### src/rtl/relay_station2.sv
module relay_station2 #(
  parameter int W = 32
) (
  input  logic         clk,
  input  logic         rst_n,
  input  logic         in_valid,
  input  logic [W-1:0] in_data,
  output logic         in_stop,
  output logic         out_valid,
  output logic [W-1:0] out_data,
  input  logic         out_stop
);

  logic         main_v, aux_v;
  logic [W-1:0] main_d, aux_d;
  logic         take, drain;

  assign take      = in_valid & ~in_stop;
  assign drain     = main_v & ~out_stop;
  assign out_valid = main_v;
  assign out_data  = main_d;

  always_ff @(posedge clk or negedge rst_n) begin
    if (!rst_n) begin
      main_v  <= 1'b0;
      aux_v   <= 1'b0;
      main_d  <= '0;
      aux_d   <= '0;
      in_stop <= 1'b0;
    end else if (aux_v) begin
      if (drain) begin
        main_d  <= aux_d;
        aux_v   <= 1'b0;
        in_stop <= 1'b0;
      end
    end else if (!main_v || drain) begin
      main_v <= take;
      if (take) main_d <= in_data;
    end else if (take) begin
      aux_v   <= 1'b1;
      aux_d   <= in_data;
      in_stop <= 1'b1;
    end
  end

  assert_reset_quiet_R1: assert property (@(posedge clk)
    !rst_n |=> !out_valid && !in_stop);

  assert_one_cycle_R2: assert property (@(posedge clk) disable iff (!rst_n)
    !out_valid && in_valid && !in_stop |=> out_valid && out_data == $past(in_data));

  assert_hold_R3: assert property (@(posedge clk) disable iff (!rst_n)
    out_valid && out_stop |=> out_valid && $stable(out_data));

  assert_stop_cause_R4: assert property (@(posedge clk) disable iff (!rst_n)
    $rose(in_stop) |-> $past(out_valid && out_stop && in_valid));

  assert_stop_keeps_R4: assert property (@(posedge clk) disable iff (!rst_n)
    in_stop && out_stop |=> in_stop);

  assert_void_out_R8: assert property (@(posedge clk) disable iff (!rst_n)
    !in_stop && !in_valid && (!out_valid || !out_stop) |=> !out_valid);

  assert_release_R9: assert property (@(posedge clk) disable iff (!rst_n)
    in_stop && !out_stop |=> !in_stop && out_valid);

endmodule

### config.mk
export PLATFORM = sky130hd
export DESIGN_NAME = relay_station2
export DESIGN_NICKNAME = d
export VERILOG_FILES = /design/src/rtl/relay_station2.sv
export SDC_FILE = /design/constraint.sdc
export NUM_CORES = 1
export LEC_CHECK = 0
export CAP_MARGIN = 15
export CELL_PAD_IN_SITES_DETAIL_PLACEMENT = 1
export CELL_PAD_IN_SITES_GLOBAL_PLACEMENT = 1
export CORE_UTILIZATION = 40
export DETAILED_ROUTE_END_ITERATION = 12
export GPL_TIMING_DRIVEN = 0
export PLACE_DENSITY_LB_ADDON = 0.1
export SYNTH_ARGS = -nofsm -noshare
export SYNTH_HDL_FRONTEND = slang
export SYNTH_SLANG_ARGS = --single-unit
### constraint.sdc
create_clock -name clk -period 2.3 [get_ports clk]
set_input_delay 0.46 -clock clk [delete_from_list [all_inputs] [get_ports clk]]
set_output_delay 0.46 -clock clk [all_outputs]
set_load 0.01 [all_outputs]
==> flow_summary.yaml, run 1 <==
global_routing:
  grt_max_degree: 68
  grt_pass1_wl_um: 9610
  grt.overflow.total: 0
  antenna_found_initial: 0
  grt_use_total_pct: 17.1
  grt_pass1_vias: 1907
sta:
  finalCriticalPeriod_ns: 1.98
  skew_ns: 0.00970
  tightest_slew_ns: 0.849
  drv_slew: 0
  max_slew_margin_pct: 43.4
  fmax_ghz: 0.506
  hold_ws_ns: 0.234
  rsz0062_at_grt: "no"
  finalHoldViolCount: 0
  post-route-period-util_pct: 86.0
  setup_viol: 0
worst_setup_path:
  arrival_ns: 2.20
  worst_setup_path_end_kind: "flip-flop"
  rr_startpoint: "aux_v"
  r2r_end: "out_data[22]"
  startpoint_type: "input pin"
  ff2ff_path_depth: 5
  regToRegSetupSlack_ns: 0.41
  path_max_fanout: 10
  required_ns: 2.52
  worstSetupPathType: "in -> reg"
placement:
  place.gp.congestion: 0.655
  dp_hpwl_um: 3970
  port_buffers: 69
pwr:
  power_leakage_nw: 1.68
  vdd_ir_drop_max_mv: 0.450
  power_density_nw_per_um2: 1040
  total_power_mw: 4.08
route:
  wl_um: 5730
  drtPass1Iterations: 4
  vias: 1788
  drt-initial-drc-count: 62
  drt.antenna.violating_nets: 0
  drc_errors: 0
  drt-wirelength-per-cell_um: 15.6
  vias_per_cell: 4.89
synth:
  ys_seq_area_share_pct: 57.4
  syn_area_um2: 2920
  synth_mux_area_share_pct: 37.0
  synth_xor_area_share_pct: 0
  synthArstFlopShare_pct: 100
  synth_simple_gate_area_share_pct: 1.50
  synth_fp_nets: 221
  yosysUniqueCellTypes: 14
  synth_compound_area_share_pct: 1.46
  synth_fa_ha_area_share_pct: 0
  synth_edf_count: 0
  synth_top_family_by_area: "multiplexers"
  synth_flop_cell: "dfrtp_1"
  syn_inst: 185
  ys_ff_latch: 67
  synth.avg_cell_area_um2: 15.8
  yosysWarnings: 0
clock_network:
  hold_buffers: 0
  path_clk_slew_ns: 0.07
  clock_latency_ns: 0.34
  clkSinkCount: 67
  htreeDepth: 3
  postCtsSetupBuffers: 0
  clockBufferDepth: 2
  cts_resized: 0
  cts-root-buf: "clkbuf_8"
  numCtsBuffers: 9
  cts_tree: "yes"
cells_and_area:
  n_antenna_cell: 0
  fill_cells: 687
  multi_input_area_um2: 1170
  nets: 301
  syn_to_final_growth_pct: 34.1
  postLayoutCoreUtil_pct: 56.4
  drive_gt1_share_pct: 43.7
  seqCellArea_um2: 1680
run_status:
  run_status: "completed"
die:
  start_util_pct: 42.1
  core_um2: 6940
  io_pins: 70
  die_w_um: 87.5
  rows: 30
  die_h_um: 87.5
  dieArea_um2: 7650
flow_run:
  cap_violations: 0
worst_hold_path:
  hp-class: "in -> async"
[area by class of cell]
| class | instances | share of cell area (%) |
|---|---|---|
| flip-flops and latches | 67 | 42.8 |
| multi-input cells | 108 | 29.8 |
| repair buffers | 69 | 17.6 |
| clock buffers | 14 | 3.90 |
| well taps | 96 | 3.07 |
| plain buffers | 10 | 2.01 |
| clock inverters | 2 | 0.894 |
[per-stage QoR]
step	setup WS [ns]	area, um^2	setup TNS (ns)	std cells
floorplan	0.562	2920	0	185
global placement	-1.63	3730	-109.24	350
detailed placement	-0.0308	3730	-0.299	350
CTS	0.329	3920	0	366
global route	0.284	3920	0	366
finish	0.322	3920	0	366
[synthesized netlist by cell type (2+ instances only)]
master | instances | area share (%)
dfrtp_1 | 67 | 57
o21ai_0 | 2 | 0.34
buf_4 | 3 | 0.77
clkbuf_1 | 3 | 0.39
mux2_2 | 95 | 37
buf_6 | 4 | 1.5
nand2_1 | 4 | 0.51
[logic make-up (layout without fill, tap and decap cells)]
family,after synthesis,after routing
multiplexers,96,96
flip-flops,67,67
buffers and inverters,10,95
AND/OR/NAND/NOR,7,7
AO/OA/AOI/OAI,5,5
[flip-flops by register name, indices dropped and copies added (netlist names)]
| register | flops |
|---|---|
| in_stop | 1 |
| out_data | 32 |
| aux_v | 1 |
| aux_d | 32 |
| out_valid | 1 |
[worst max-delay path: stages]
cell,delay [ns]
clkdlybuf4s50_1,0.48
or3b_4,0.43
a21boi_4,0.27
buf_6,0.20
mux2_2,0.35
[per-layer routing]
metal  global-route usage [%]  wire [um]  vias to the layer above
met5                        0          0                        -
met1                     22.0       2610                      906
met4                     5.22         54                        0
met2                     27.1       2780                       46
li1                         -          -                      831
met3                     6.16        288                        5
[placed cells by master (no fill, tap or decap), types with 2 or more instances in the layout]
cell type,Yosys,layout
buf_4,3,4
dfrtp_1,67,67
nand2_1,4,4
buf_6,4,4
clkdlybuf4s50_1,0,68
mux2_2,95,95
o21ai_0,2,2
clkbuf_8,0,10
clkbuf_1,3,7
[how the worst max path moves through the flow]
stage	from	to	slack (ns)
global route	in_valid	out_data[23]	0.28
global placement	rst_n	out_data[29]	-1.63
floorplan	aux_v	out_data[0]	0.56
finish	in_valid	out_data[22]	0.32
detailed placement	in_valid	out_data[24]	-0.03
CTS	in_valid	out_data[23]	0.33
[where the power goes]
part | internal (mW) | switching (mW)
Clock | 0.531 | 0.413
Combinational | 0.915 | 0.468
Sequential | 1.56 | 0.193
Total | 3.01 | 1.07
Note: power is estimated with default switching activity, not from simulation.
==> run 2: changes to the inputs <==
- SETUP_SLACK_MARGIN: default -> 0.05
==> results of run 2 <==
Same layout as run 1: the final DEF is identical, and so are final timing and power.
==> run 3: changes to the inputs <==
- CTS_BUF_LIST: default -> sky130_fd_sc_hd__clkbuf_16
- REMOVE_ABC_BUFFERS: default -> 1
==> run 3 against run 2 <==
Compared with the run above: clock skew down 0.0056 ns; global-route usage increased by 1.5 points; core utilization rose by 3.5 points; total power grew 14%; clock-buffer cell count down 5; worst setup slack lost 0.17 ns; critical path depth fell by 1; die area unchanged; fmax decreased by 7.8%; non-clock buffer count is 2 higher; largest cell class unchanged; largest power group unchanged; highest routed layer unchanged.
==> flow_summary.yaml, run 3 (same netlist as run 1, synthesis figures left out) <==
sta:
  finalWorstSetupSlack_ns: 0.154
  hold_ws_ns: 0.232
  tightest_slew_ns: 0.861
  post-route-period-util_pct: 93.3
  fin_setup_tns_ns: 0
  finalHoldViolCount: 0
  finalCriticalPeriod_ns: 2.15
  max_slew_margin_pct: 42.6
  setup_viol: 0
  drv_slew: 0
  fmax_ghz: 0.466
  rsz0062_at_grt: "no"
  skew_ns: 0.00411
clock_network:
  cts_tree: "yes"
  hold_buffers: 0
  clock_latency_ns: 0.32
  numCtsBuffers: 9
  cts-root-buf: "clkbuf_16"
  path_clk_slew_ns: 0.05
  htreeDepth: 3
  clockBufferDepth: 2
  clkSinkCount: 67
route:
  wl_um: 6300
  drt.antenna.violating_nets: 0
  vias: 1860
  vias_per_cell: 5.03
  drtPass1Iterations: 3
  drc_errors: 0
  drt-wirelength-per-cell_um: 17.0
  drt-initial-drc-count: 49
worst_setup_path:
  worst-path-stages: 4
  r2r_end: "out_data[19]"
  crit_buf_inv: 1
  path_max_fanout: 37
  path_cells: "or3b_4, a21boi_4, buf_4, mux2_2"
  crit_path_top_delay_cell: "dfrtp_4"
  cpPeakStageDelay_ns: 0.69
  rr_startpoint: "aux_v"
  startpoint_type: "flip-flop"
  worst_setup_path_end_kind: "flip-flop"
  required_ns: 2.50
  ff2ff_path_depth: 4
  crit_family: "flip-flops"
  regToRegSetupSlack_ns: 0.15
  arrival_ns: 2.35
  worstSetupPathType: "reg -> reg"
cells_and_area:
  design_area_um2: 4160
  layout_common_cells: "mux2_2 (95), clkdlybuf4s50_1 (68), dfrtp_1 (66), clkbuf_16 (9), buf_4 (9)"
  drive_gt1_share_pct: 46.7
  stdcell_count: 370
  n_antenna_cell: 0
  multi_input_area_um2: 1200
  nets: 305
  fill_cells: 670
  syn_to_final_growth_pct: 42.3
  postLayoutCoreUtil_pct: 59.9
  layout.cells.most_common: "mux2_2"
  seqCellArea_um2: 1680
die:
  start_util_pct: 42.1
  die_w_um: 87.5
  dieArea_um2: 7650
  core_um2: 6940
  rows: 30
  io_pins: 70
  die_h_um: 87.5
placement:
  dp_hpwl_um: 3410
  port_buffers: 69
  dp_cells: 340
  placed_area_um2: 3650
  place.gp.congestion: 0.669
  pre_cts_ws_ns: -0.608
global_routing:
  antenna_found_initial: 0
  grt.overflow.total: 0
  grt_use_total_pct: 18.6
  grt_max_degree: 68
  grt_pass1_vias: 2072
  grt_pass1_wl_um: 10400
worst_hold_path:
  hp-class: "in -> async"
pwr:
  power_density_nw_per_um2: 1120
  total_power_mw: 4.65
  power_leakage_nw: 1.80
  vdd_ir_drop_max_mv: 0.494
flow_run:
  cap_violations: 0
run_status:
  run_status: "completed"
-- run 3: power by group --
group / switching (mW) / internal [mW]
registers: 0.253 / 1.57
logic: 0.403 / 0.902
clock network: 0.477 / 1.05
-- run 3: layer usage --
metal,global-route usage [%],vias up,share of wire (%)
met5,0,-,0
met3,4.36,8,4.9
met2,30.4,52,49
met1,23.8,954,45
met4,7.60,0,1.4
li1,-,846,-
-- run 3: cell type report --
class,instances,area share (%)
Clock buffer,9,5.42
Multi-Input combinational cell,110,28.8
Tap cell,96,2.89
Clock inverter,7,2.59
Sequential cell,67,40.4
Timing Repair Buffer,81,19.9
-- run 3: worst max-delay path by stage --
stage | startpoint | to | slack [ns]
finish | aux_v | out_data[19] | 0.15
detailed placement | in_valid | out_data[23] | -0.61
CTS | aux_v | out_data[19] | 0.19
floorplan | aux_v | out_data[0] | -0.18
global placement | rst_n | out_data[26] | -1.62
global route | aux_v | out_data[19] | 0.09
-- run 3: what timing repair did --
| action | 4_1_cts | 5_1_grt |
|---|---|---|
| buffers inserted | 12 | 0 |
| endpoints found under the setup margin | 65 | 0 |
| gates resized for setup | 3 | 0 |
